**src/rtl/tmb_pkg.sv**
```systemverilog
package tmb_pkg;

    typedef enum logic [2:0] {
        M_TRIO      = 3'd0,
        M_CAS3      = 3'd1,
        M_CAS2_IND  = 3'd2,
        M_WIDE2     = 3'd3,
        M_WIDE_CAS  = 3'd4,
        M_DEEP3     = 3'd5,
        M_DEEP2_IND = 3'd6,
        M_WIDE_DEEP = 3'd7
    } mode_e;

    // Does port p own a channel in mode m
    function automatic logic chan_on(mode_e m, int p);
        case (p)
            0:       return 1'b1;
            1:       return (m == M_TRIO) || (m == M_WIDE2);
            default: return (m == M_TRIO) || (m == M_CAS2_IND) || (m == M_DEEP2_IND);
        endcase
    endfunction

    function automatic logic is_wide(mode_e m);
        return (m == M_WIDE2) || (m == M_WIDE_CAS) || (m == M_WIDE_DEEP);
    endfunction

    function automatic logic is_cascade(mode_e m);
        return (m == M_CAS3) || (m == M_CAS2_IND) || (m == M_WIDE_CAS);
    endfunction

    // Number of banks concatenated behind port A's channel
    function automatic logic [1:0] line_banks(mode_e m);
        case (m)
            M_DEEP3:                  return 2'd3;
            M_DEEP2_IND, M_WIDE_DEEP: return 2'd2;
            default:                  return 2'd1;
        endcase
    endfunction

endpackage

```
**src/rtl/tmb_nib_store.sv**
```systemverilog
module tmb_nib_store #(
    parameter int DEPTH = 16,
    parameter int AW    = 4
) (
    input  logic          clk,
    input  logic          we,
    input  logic [AW-1:0] waddr,
    input  logic [3:0]    wdata,
    input  logic [AW-1:0] raddr,
    output logic [3:0]    rdata
);
    logic [3:0] mem_q [DEPTH];

    always_ff @(posedge clk) begin
        if (we) mem_q[waddr] <= wdata;
    end

    // Read returns the old word when written in the same cycle
    assign rdata = mem_q[raddr];
endmodule

```
**src/rtl/tmb_raddr_route.sv**
```systemverilog
module tmb_raddr_route
    import tmb_pkg::*;
#(
    parameter int AW = 4
) (
    input  mode_e                mode,
    input  logic [AW-1:0]        idx_a,
    input  logic [AW-1:0]        idx_b,
    input  logic [AW-1:0]        idx_c,
    output logic [5:0][AW-1:0]   raddr
);
    // Nibble stores: 0/1 bank A lo/hi, 2/3 bank B lo/hi, 4/5 bank C lo/hi
    always_comb begin
        for (int n = 0; n < 6; n++) raddr[n] = idx_a;
        case (mode)
            M_TRIO: begin
                raddr[2] = idx_b;
                raddr[3] = idx_b;
                raddr[4] = idx_c;
                raddr[5] = idx_c;
            end
            M_CAS2_IND, M_DEEP2_IND: begin
                raddr[4] = idx_c;
                raddr[5] = idx_c;
            end
            M_WIDE2: begin
                raddr[3] = idx_b;
                raddr[4] = idx_b;
                raddr[5] = idx_b;
            end
            default: ;
        endcase
    end
endmodule

```
**src/rtl/tri_bank_fifo.sv**
```systemverilog
module tri_bank_fifo
    import tmb_pkg::*;
#(
    parameter int BANK_DEPTH = 16
) (
    input  logic       clk,
    input  logic       rst_n,
    input  logic [2:0] mode_sel,
    input  logic [2:0] wr_en,
    input  logic [2:0] wr_rst,
    input  logic [2:0] rd_en,
    input  logic [2:0] rd_rst,
    input  logic [7:0] din_a,
    input  logic [7:0] din_b,
    input  logic [7:0] din_c,
    output logic [7:0] dout_a,
    output logic [7:0] dout_b,
    output logic [7:0] dout_c,
    output logic [1:0] dout_oe_a,
    output logic [1:0] dout_oe_b,
    output logic [1:0] dout_oe_c
);
    localparam int AW = (BANK_DEPTH > 1) ? $clog2(BANK_DEPTH) : 1;

    typedef struct packed {
        logic [1:0]    sel;
        logic [AW-1:0] idx;
    } ptr_t;

    typedef struct packed {
        mode_e          mode;
        ptr_t [2:0]     wp;
        ptr_t [2:0]     rp;
        logic [2:0][7:0] dq;
        logic [2:0][1:0] oe;
    } state_t;

    state_t s_d, s_q;

    logic [5:0][3:0]    rdata;
    logic [5:0][AW-1:0] raddr;
    logic [5:0]         nib_we;
    logic [5:0][AW-1:0] nib_waddr;
    logic [5:0][3:0]    nib_wdata;

    logic [2:0]          w8_on;
    logic [2:0][AW-1:0]  w8_addr;
    logic [2:0][7:0]     w8_data;
    logic [1:0]          w12_on;
    logic [1:0][AW-1:0]  w12_addr;
    logic [1:0][11:0]    w12_data;

    function automatic ptr_t step(ptr_t p, logic [1:0] nb);
        ptr_t n = p;
        if (p.idx == AW'(BANK_DEPTH - 1)) begin
            n.idx = '0;
            n.sel = (p.sel == nb - 2'd1) ? 2'd0 : p.sel + 2'd1;
        end else begin
            n.idx = p.idx + 1'b1;
        end
        return n;
    endfunction

    function automatic logic [7:0] r8(logic [5:0][3:0] r, int b);
        return {r[2*b+1], r[2*b]};
    endfunction

    // 12-bit word: bits 11..4 from a byte bank, bits 3..0 from half of bank B
    function automatic logic [11:0] r12(logic [5:0][3:0] r, logic s);
        return s ? {r[5], r[4], r[3]} : {r[1], r[0], r[2]};
    endfunction

    tmb_raddr_route #(.AW(AW)) i_route (
        .mode  (s_q.mode),
        .idx_a (s_q.rp[0].idx),
        .idx_b (s_q.rp[1].idx),
        .idx_c (s_q.rp[2].idx),
        .raddr (raddr)
    );

    for (genvar n = 0; n < 6; n++) begin : g_nib
        tmb_nib_store #(.DEPTH(BANK_DEPTH), .AW(AW)) i_store (
            .clk   (clk),
            .we    (nib_we[n]),
            .waddr (nib_waddr[n]),
            .wdata (nib_wdata[n]),
            .raddr (raddr[n]),
            .rdata (rdata[n])
        );
    end

    always_comb begin
        logic [2:0]  go_w, go_r;
        logic [11:0] w1, w2;
        logic        slot;
        s_d      = s_q;
        s_d.dq   = '0;
        s_d.oe   = '0;
        w8_on    = '0;
        w8_addr  = '0;
        w8_data  = '0;
        w12_on   = '0;
        w12_addr = '0;
        w12_data = '0;
        go_w     = wr_en & ~wr_rst;   // reset wins
        go_r     = rd_en & ~rd_rst;
        slot     = (s_q.mode == M_WIDE_DEEP) ? s_q.rp[0].sel[0] : 1'b0;
        w1       = r12(rdata, slot);
        w2       = r12(rdata, 1'b1);

        // ---- writes from the ports
        if (go_w[0]) begin
            if (is_wide(s_q.mode)) begin
                w12_on[s_q.wp[0].sel[0]]   = 1'b1;
                w12_addr[s_q.wp[0].sel[0]] = s_q.wp[0].idx;
                w12_data[s_q.wp[0].sel[0]] = {din_a, din_b[3:0]};
            end else if (s_q.wp[0].sel < 2'd3) begin
                w8_on[s_q.wp[0].sel]   = 1'b1;
                w8_addr[s_q.wp[0].sel] = s_q.wp[0].idx;
                w8_data[s_q.wp[0].sel] = din_a;
            end
        end
        if (go_w[1] && chan_on(s_q.mode, 1)) begin
            if (is_wide(s_q.mode)) begin
                w12_on[1]   = 1'b1;
                w12_addr[1] = s_q.wp[1].idx;
                w12_data[1] = {din_c, din_b[7:4]};
            end else begin
                w8_on[1]   = 1'b1;
                w8_addr[1] = s_q.wp[1].idx;
                w8_data[1] = din_b;
            end
        end
        if (go_w[2] && chan_on(s_q.mode, 2)) begin
            w8_on[2]   = 1'b1;
            w8_addr[2] = s_q.wp[2].idx;
            w8_data[2] = din_c;
        end

        // ---- cascade transfers ride on port A's read
        if (go_r[0] && is_cascade(s_q.mode)) begin
            case (s_q.mode)
                M_CAS3: begin
                    w8_on[1] = 1'b1; w8_addr[1] = s_q.rp[0].idx; w8_data[1] = r8(rdata, 0);
                    w8_on[2] = 1'b1; w8_addr[2] = s_q.rp[0].idx; w8_data[2] = r8(rdata, 1);
                end
                M_CAS2_IND: begin
                    w8_on[1] = 1'b1; w8_addr[1] = s_q.rp[0].idx; w8_data[1] = r8(rdata, 0);
                end
                default: begin
                    w12_on[1] = 1'b1; w12_addr[1] = s_q.rp[0].idx; w12_data[1] = r12(rdata, 1'b0);
                end
            endcase
        end

        // ---- read outputs
        if (go_r[0]) begin
            case (s_q.mode)
                M_CAS3: begin
                    s_d.dq[0] = r8(rdata, 0); s_d.dq[1] = r8(rdata, 1); s_d.dq[2] = r8(rdata, 2);
                    s_d.oe[0] = 2'b11; s_d.oe[1] = 2'b11; s_d.oe[2] = 2'b11;
                end
                M_CAS2_IND: begin
                    s_d.dq[0] = r8(rdata, 0); s_d.dq[1] = r8(rdata, 1);
                    s_d.oe[0] = 2'b11; s_d.oe[1] = 2'b11;
                end
                M_WIDE2, M_WIDE_DEEP, M_WIDE_CAS: begin
                    s_d.dq[0]      = w1[11:4];
                    s_d.dq[1][3:0] = w1[3:0];
                    s_d.oe[0]      = 2'b11;
                    s_d.oe[1][0]   = 1'b1;
                    if (s_q.mode == M_WIDE_CAS) begin
                        s_d.dq[2]      = w2[11:4];
                        s_d.dq[1][7:4] = w2[3:0];
                        s_d.oe[2]      = 2'b11;
                        s_d.oe[1][1]   = 1'b1;
                    end
                end
                default: begin
                    s_d.dq[0] = r8(rdata, int'(s_q.rp[0].sel));
                    s_d.oe[0] = 2'b11;
                end
            endcase
        end
        if (go_r[1] && chan_on(s_q.mode, 1)) begin
            if (is_wide(s_q.mode)) begin
                s_d.dq[2]      = w2[11:4];
                s_d.dq[1][7:4] = w2[3:0];
                s_d.oe[2]      = 2'b11;
                s_d.oe[1][1]   = 1'b1;
            end else begin
                s_d.dq[1] = r8(rdata, 1);
                s_d.oe[1] = 2'b11;
            end
        end
        if (go_r[2] && chan_on(s_q.mode, 2)) begin
            s_d.dq[2] = r8(rdata, 2);
            s_d.oe[2] = 2'b11;
        end

        // ---- pointers
        for (int p = 0; p < 3; p++) begin
            logic [1:0] nb;
            nb = (p == 0) ? line_banks(s_q.mode) : 2'd1;
            if (wr_rst[p])                               s_d.wp[p] = '0;
            else if (go_w[p] && chan_on(s_q.mode, p))    s_d.wp[p] = step(s_q.wp[p], nb);
            if (rd_rst[p])                               s_d.rp[p] = '0;
            else if (go_r[p] && chan_on(s_q.mode, p))    s_d.rp[p] = step(s_q.rp[p], nb);
        end

        // ---- mode capture
        if (&{wr_rst, rd_rst}) s_d.mode = mode_e'(mode_sel);
    end

    // Nibble write ports
    always_comb begin
        for (int b = 0; b < 3; b++) begin
            nib_we[2*b]      = w8_on[b];
            nib_we[2*b+1]    = w8_on[b];
            nib_waddr[2*b]   = w8_addr[b];
            nib_waddr[2*b+1] = w8_addr[b];
            nib_wdata[2*b]   = w8_data[b][3:0];
            nib_wdata[2*b+1] = w8_data[b][7:4];
        end
        if (w12_on[0]) begin
            nib_we[1] = 1'b1; nib_waddr[1] = w12_addr[0]; nib_wdata[1] = w12_data[0][11:8];
            nib_we[0] = 1'b1; nib_waddr[0] = w12_addr[0]; nib_wdata[0] = w12_data[0][7:4];
            nib_we[2] = 1'b1; nib_waddr[2] = w12_addr[0]; nib_wdata[2] = w12_data[0][3:0];
        end
        if (w12_on[1]) begin
            nib_we[5] = 1'b1; nib_waddr[5] = w12_addr[1]; nib_wdata[5] = w12_data[1][11:8];
            nib_we[4] = 1'b1; nib_waddr[4] = w12_addr[1]; nib_wdata[4] = w12_data[1][7:4];
            nib_we[3] = 1'b1; nib_waddr[3] = w12_addr[1]; nib_wdata[3] = w12_data[1][3:0];
        end
    end

    always_ff @(posedge clk or negedge rst_n) begin
        if (!rst_n) s_q <= '0;
        else        s_q <= s_d;
    end

    assign dout_a    = s_q.dq[0];
    assign dout_b    = s_q.dq[1];
    assign dout_c    = s_q.dq[2];
    assign dout_oe_a = s_q.oe[0];
    assign dout_oe_b = s_q.oe[1];
    assign dout_oe_c = s_q.oe[2];
endmodule

```
**config.mk**
```make
export PLATFORM = sky130hd
export DESIGN_NAME = tri_bank_fifo
export DESIGN_NICKNAME = d
export VERILOG_FILES = /design/src/rtl/tmb_pkg.sv /design/src/rtl/tmb_nib_store.sv /design/src/rtl/tmb_raddr_route.sv /design/src/rtl/tri_bank_fifo.sv
export SDC_FILE = /design/constraint.sdc
export NUM_CORES = 1
export LEC_CHECK = 0
export BUFFER_PORTS_ARGS = -buffer_cell sky130_fd_sc_hd__buf_2
export CAP_MARGIN = 5
export CORE_MARGIN = 10
export CORE_UTILIZATION = 65
export CTS_BUF_LIST = sky130_fd_sc_hd__clkbuf_16
export DETAILED_ROUTE_END_ITERATION = 7
export PLACE_DENSITY = 0.83
export SLEW_MARGIN = 20
export SYNTH_ARGS = -nofsm -noshare
export SYNTH_HDL_FRONTEND = slang
export SYNTH_SLANG_ARGS = --single-unit
```
**constraint.sdc**
```tcl
create_clock -name clk -period 9.5 [get_ports clk]
set_clock_uncertainty 0.15 [all_clocks]
set_input_delay 1.425 -clock clk [delete_from_list [all_inputs] [get_ports clk]]
set_output_delay 1.425 -clock clk [all_outputs]
set_load 0.02 [all_outputs]
```
==> run metrics <==
status=finished, final reports clean; Logic pwr share=19.3%; # Post-CTS Setup Buffers=0; FFs w/ async S/R, synth=a little over an eighth; die width=194.7 um; register area share after synthesis=65.55%; gr usage total=25.41%; register area=13010 um2; Clock Sinks=between 400 and 500; CP Launch Type=flop; total wire length=49050 um; Synth Cell Area=between 15000 and 20000 um2; core area=about 30000 um2; pin slew with the least headroom to its limit=1.042 ns; Layout area overhead=9.452%; most common library cells after synthesis=384 x edfxtp_1, 144 x nor2_1, 114 x mux2i_1; non-filler cells, final=1805; synthesized area per cell=14.85 um2; top-area cell type share of the netlist area=58.11%; crit path kind=flop to flop; Worst Path Buf+Inv=1; Seq cells post-synth=443; metal2 WL=23670 um; worst skew pair latency=roughly 0.56 ns; cell mode on critical path=a21oi_1; Area contributors post-synth=edfxtp_1 58%, dfrtp_1 7.4%, mux4_2 7.2%; count of different cell masters after synthesis=70; area share of fa/ha/maj cells after synthesis=less than 1%; post-route DRC violation count=0; Max-Cap Viols=0; Final Hold Fails=0; clock power share=about a third; Crit-path slowest cell=dfrtp_1; syn_nets=1389; Rows=63; Clock Tree Buf Depth=3; DIE AREA=about 38000 um2; Sw Share=28.16%; Yosys warning total=0; Initial Util=66.42%; Reg power frac=a little under half; via count=between 10000 and 15000; Pwr Density=221.3 nW/um2; largest net degree at the start of global routing=60; share of cells above drive strength 1=19.24%; Pint=3453 uW; quantity of hold-fixing buffers added after cts=0; post-DP HPWL=around 34000 um; DR top layer=met5; DR vias/cell=6.835; Final ANT Viol Nets=0; antenna violations before repair=2; setup ws final=4.877 ns; TritonRoute pass-1 iters=6; Synth Flop Type=edfxtp_1; mux share of post-synthesis cell area=14.43%; Psw=1354 uW; peak supply drop=0.1690 mV; filler cell count=1809; # setup viols final=0; most numerous cell in the Yosys netlist=edfxtp_1; WL met3=5279 um; Compound-Gate Fraction of Synth Area=7.876%; simple-gate share of the synthesized area=7.649%; largest family of logic cells by synthesized area=multiplexers; Final #Nets=roughly 1400; Clk Tree Root Cell=clkbuf_16; Synth area leader=edfxtp_1; Period Utilization, post-route=approximately 49%; Crit. End Element=flop; met1 wire length=18440 um; placed insts=1726; # resized after CTS=0; crit-path cells=nor3b_1, a21oi_1, nor3_2, a21oi_1, buf_4, or3b_2, nor2_1; Final min period=4.623 ns; Final Max Slew Viols=0; CTS buffer count=43; EDFF count, synth=384; area taken by multi-input logic gates=roughly 6200 um2; gr ovfl total=0; DRT iter0 DRCs=1569; Slew headroom=30.57%; worst path arrival time=approximately 4.7 ns; critical path data required time=roughly 9.5 ns; critical path peak fanout=26; fmax=about 220 MHz; setup tns final=0 ns; io pins=about 70; XOR/XNOR share of the synthesized area=0.3973%; Mapped Cells=1336; Post-Place Setup Slack=4.677 ns; first-pass GRT wire length=74900 um; Hold Crit Class=flop to flop; Leakage=0.007938 uW; placer congestion estimate=a little under 1; CP top delay family=simple AND/OR/NAND/NOR gates; Die H=194.7 um; unrepaired setup endpoints after global routing=false; vias in the first global route=12230; CTS tree=done; DR WL/cell=about 27 um; H-Tree Depth=2; Worst path max stage delay=approximately 0.93 ns; port bufs=70; Reg clk slew, reported paths=0.07 ns
## stage by stage
step	area (um2)	utilization, %	hold WS [ns]	power (uW)
floorplan	19840	-	0.3861	2949
global placement	20360	68.15	0.4453	3190
detailed placement	20360	68.15	0.4636	3214
CTS	21690	72.61	0.4751	4802
global route	21720	72.70	0.5178	4952
finish	21720	72.70	0.4820	4807
## placed cells by master, fill, tap and decap left out, types with 7 or more instances in the layout
cell type  instances
a21o_1             7
a21oi_1           40
a221o_1           15
a221oi_1          14
a22oi_1           26
a31oi_1            7
and2_1            12
buf_2             70
buf_4             32
clkbuf_16         44
clkinv_1          10
dfrtp_1           58
edfxtp_1         384
ha_1              12
inv_1             30
mux2_2            14
mux2i_1          114
mux4_2            63
nand2_1           64
nand2b_1          11
nand3_1           25
nor2_1           144
nor2b_2            7
nor3_1            14
nor3b_1            7
o21ai_0           53
or3_1              9
xor2_1             7
## worst min-delay path, delay by kind of cell (launching register included)
| kind | cells | cell delay, ns |
|---|---|---|
| AOI/OAI and AO/OA | 2 | 0.17 |
| DFF | 1 | 0.43 |
## worst paths after layout
check / from / endpoint / slack (ns) / cells after the start
max in group asynchronous: rst_n / s_q[30]$_DFFE_PN0P_ / 7.75 / 2
worst max-delay path: s_q[68]$_DFFE_PN0P_ / g_nib[1].i_store.mem_q[14][2]$_DFFE_PP_ / 4.88 / 7
worst min register to register: s_q[45]$_DFFE_PN0P_ / s_q[45]$_DFFE_PN0P_ / 0.48 / 2
worst min-delay path: s_q[45]$_DFFE_PN0P_ / s_q[45]$_DFFE_PN0P_ / 0.48 / 2
worst max register to register: s_q[68]$_DFFE_PN0P_ / g_nib[1].i_store.mem_q[14][2]$_DFFE_PP_ / 4.88 / 7
min in group asynchronous: rst_n / s_q[42]$_DFFE_PN0P_ / 0.88 / 2
## area by class of cell
type                    count  share of cell area [%]
multi-input cells         769                   28.60
inverters                  22                  0.3802
well taps                 390                   2.247
diodes                      1                 0.01152
clock inverters            34                   1.072
repair buffers            102                   2.719
flip-flops and latches    443                   59.90
clock buffers              44                   5.070
## power groups by stage
stage | Clock [uW] | Sequential [uW] | Combinational [uW]
2_1_floorplan | 0 | 2280 | 667
3_3_place_gp | 0 | 2310 | 882
3_5_place_dp | 0 | 2310 | 904
4_1_cts | 1620 | 2270 | 911
5_1_grt | 1700 | 2280 | 980
6_report | 1610 | 2270 | 926
## per-layer routing
metal  global-route usage [%]  vias up
met1                    33.72     6175
met5                        0        -
met3                    5.782      125
met2                    41.08      775
li1                         -     5260
met4                    7.865        2
## kinds of logic (layout without fill, tap and decap cells)
group,Yosys count,count (layout)
AO/OA/AOI/OAI,224,224
XOR/XNOR,9,9
adder cells (fa/ha/maj),12,12
buffers and inverters,124,202
flip-flops,443,443
multiplexers,197,197
other,0,1
AND/OR/NAND/NOR,327,327
## registers in the layout (all words and copies together) (netlist names)
signal,count
dout_b,8
dout_a,8
dout_c,8
s_q,31
dout_oe_b,2
g_nib.i_store.mem_q,384
dout_oe_a,1
dout_oe_c,1
No activity file was read; power rests on OpenSTA's default activity.
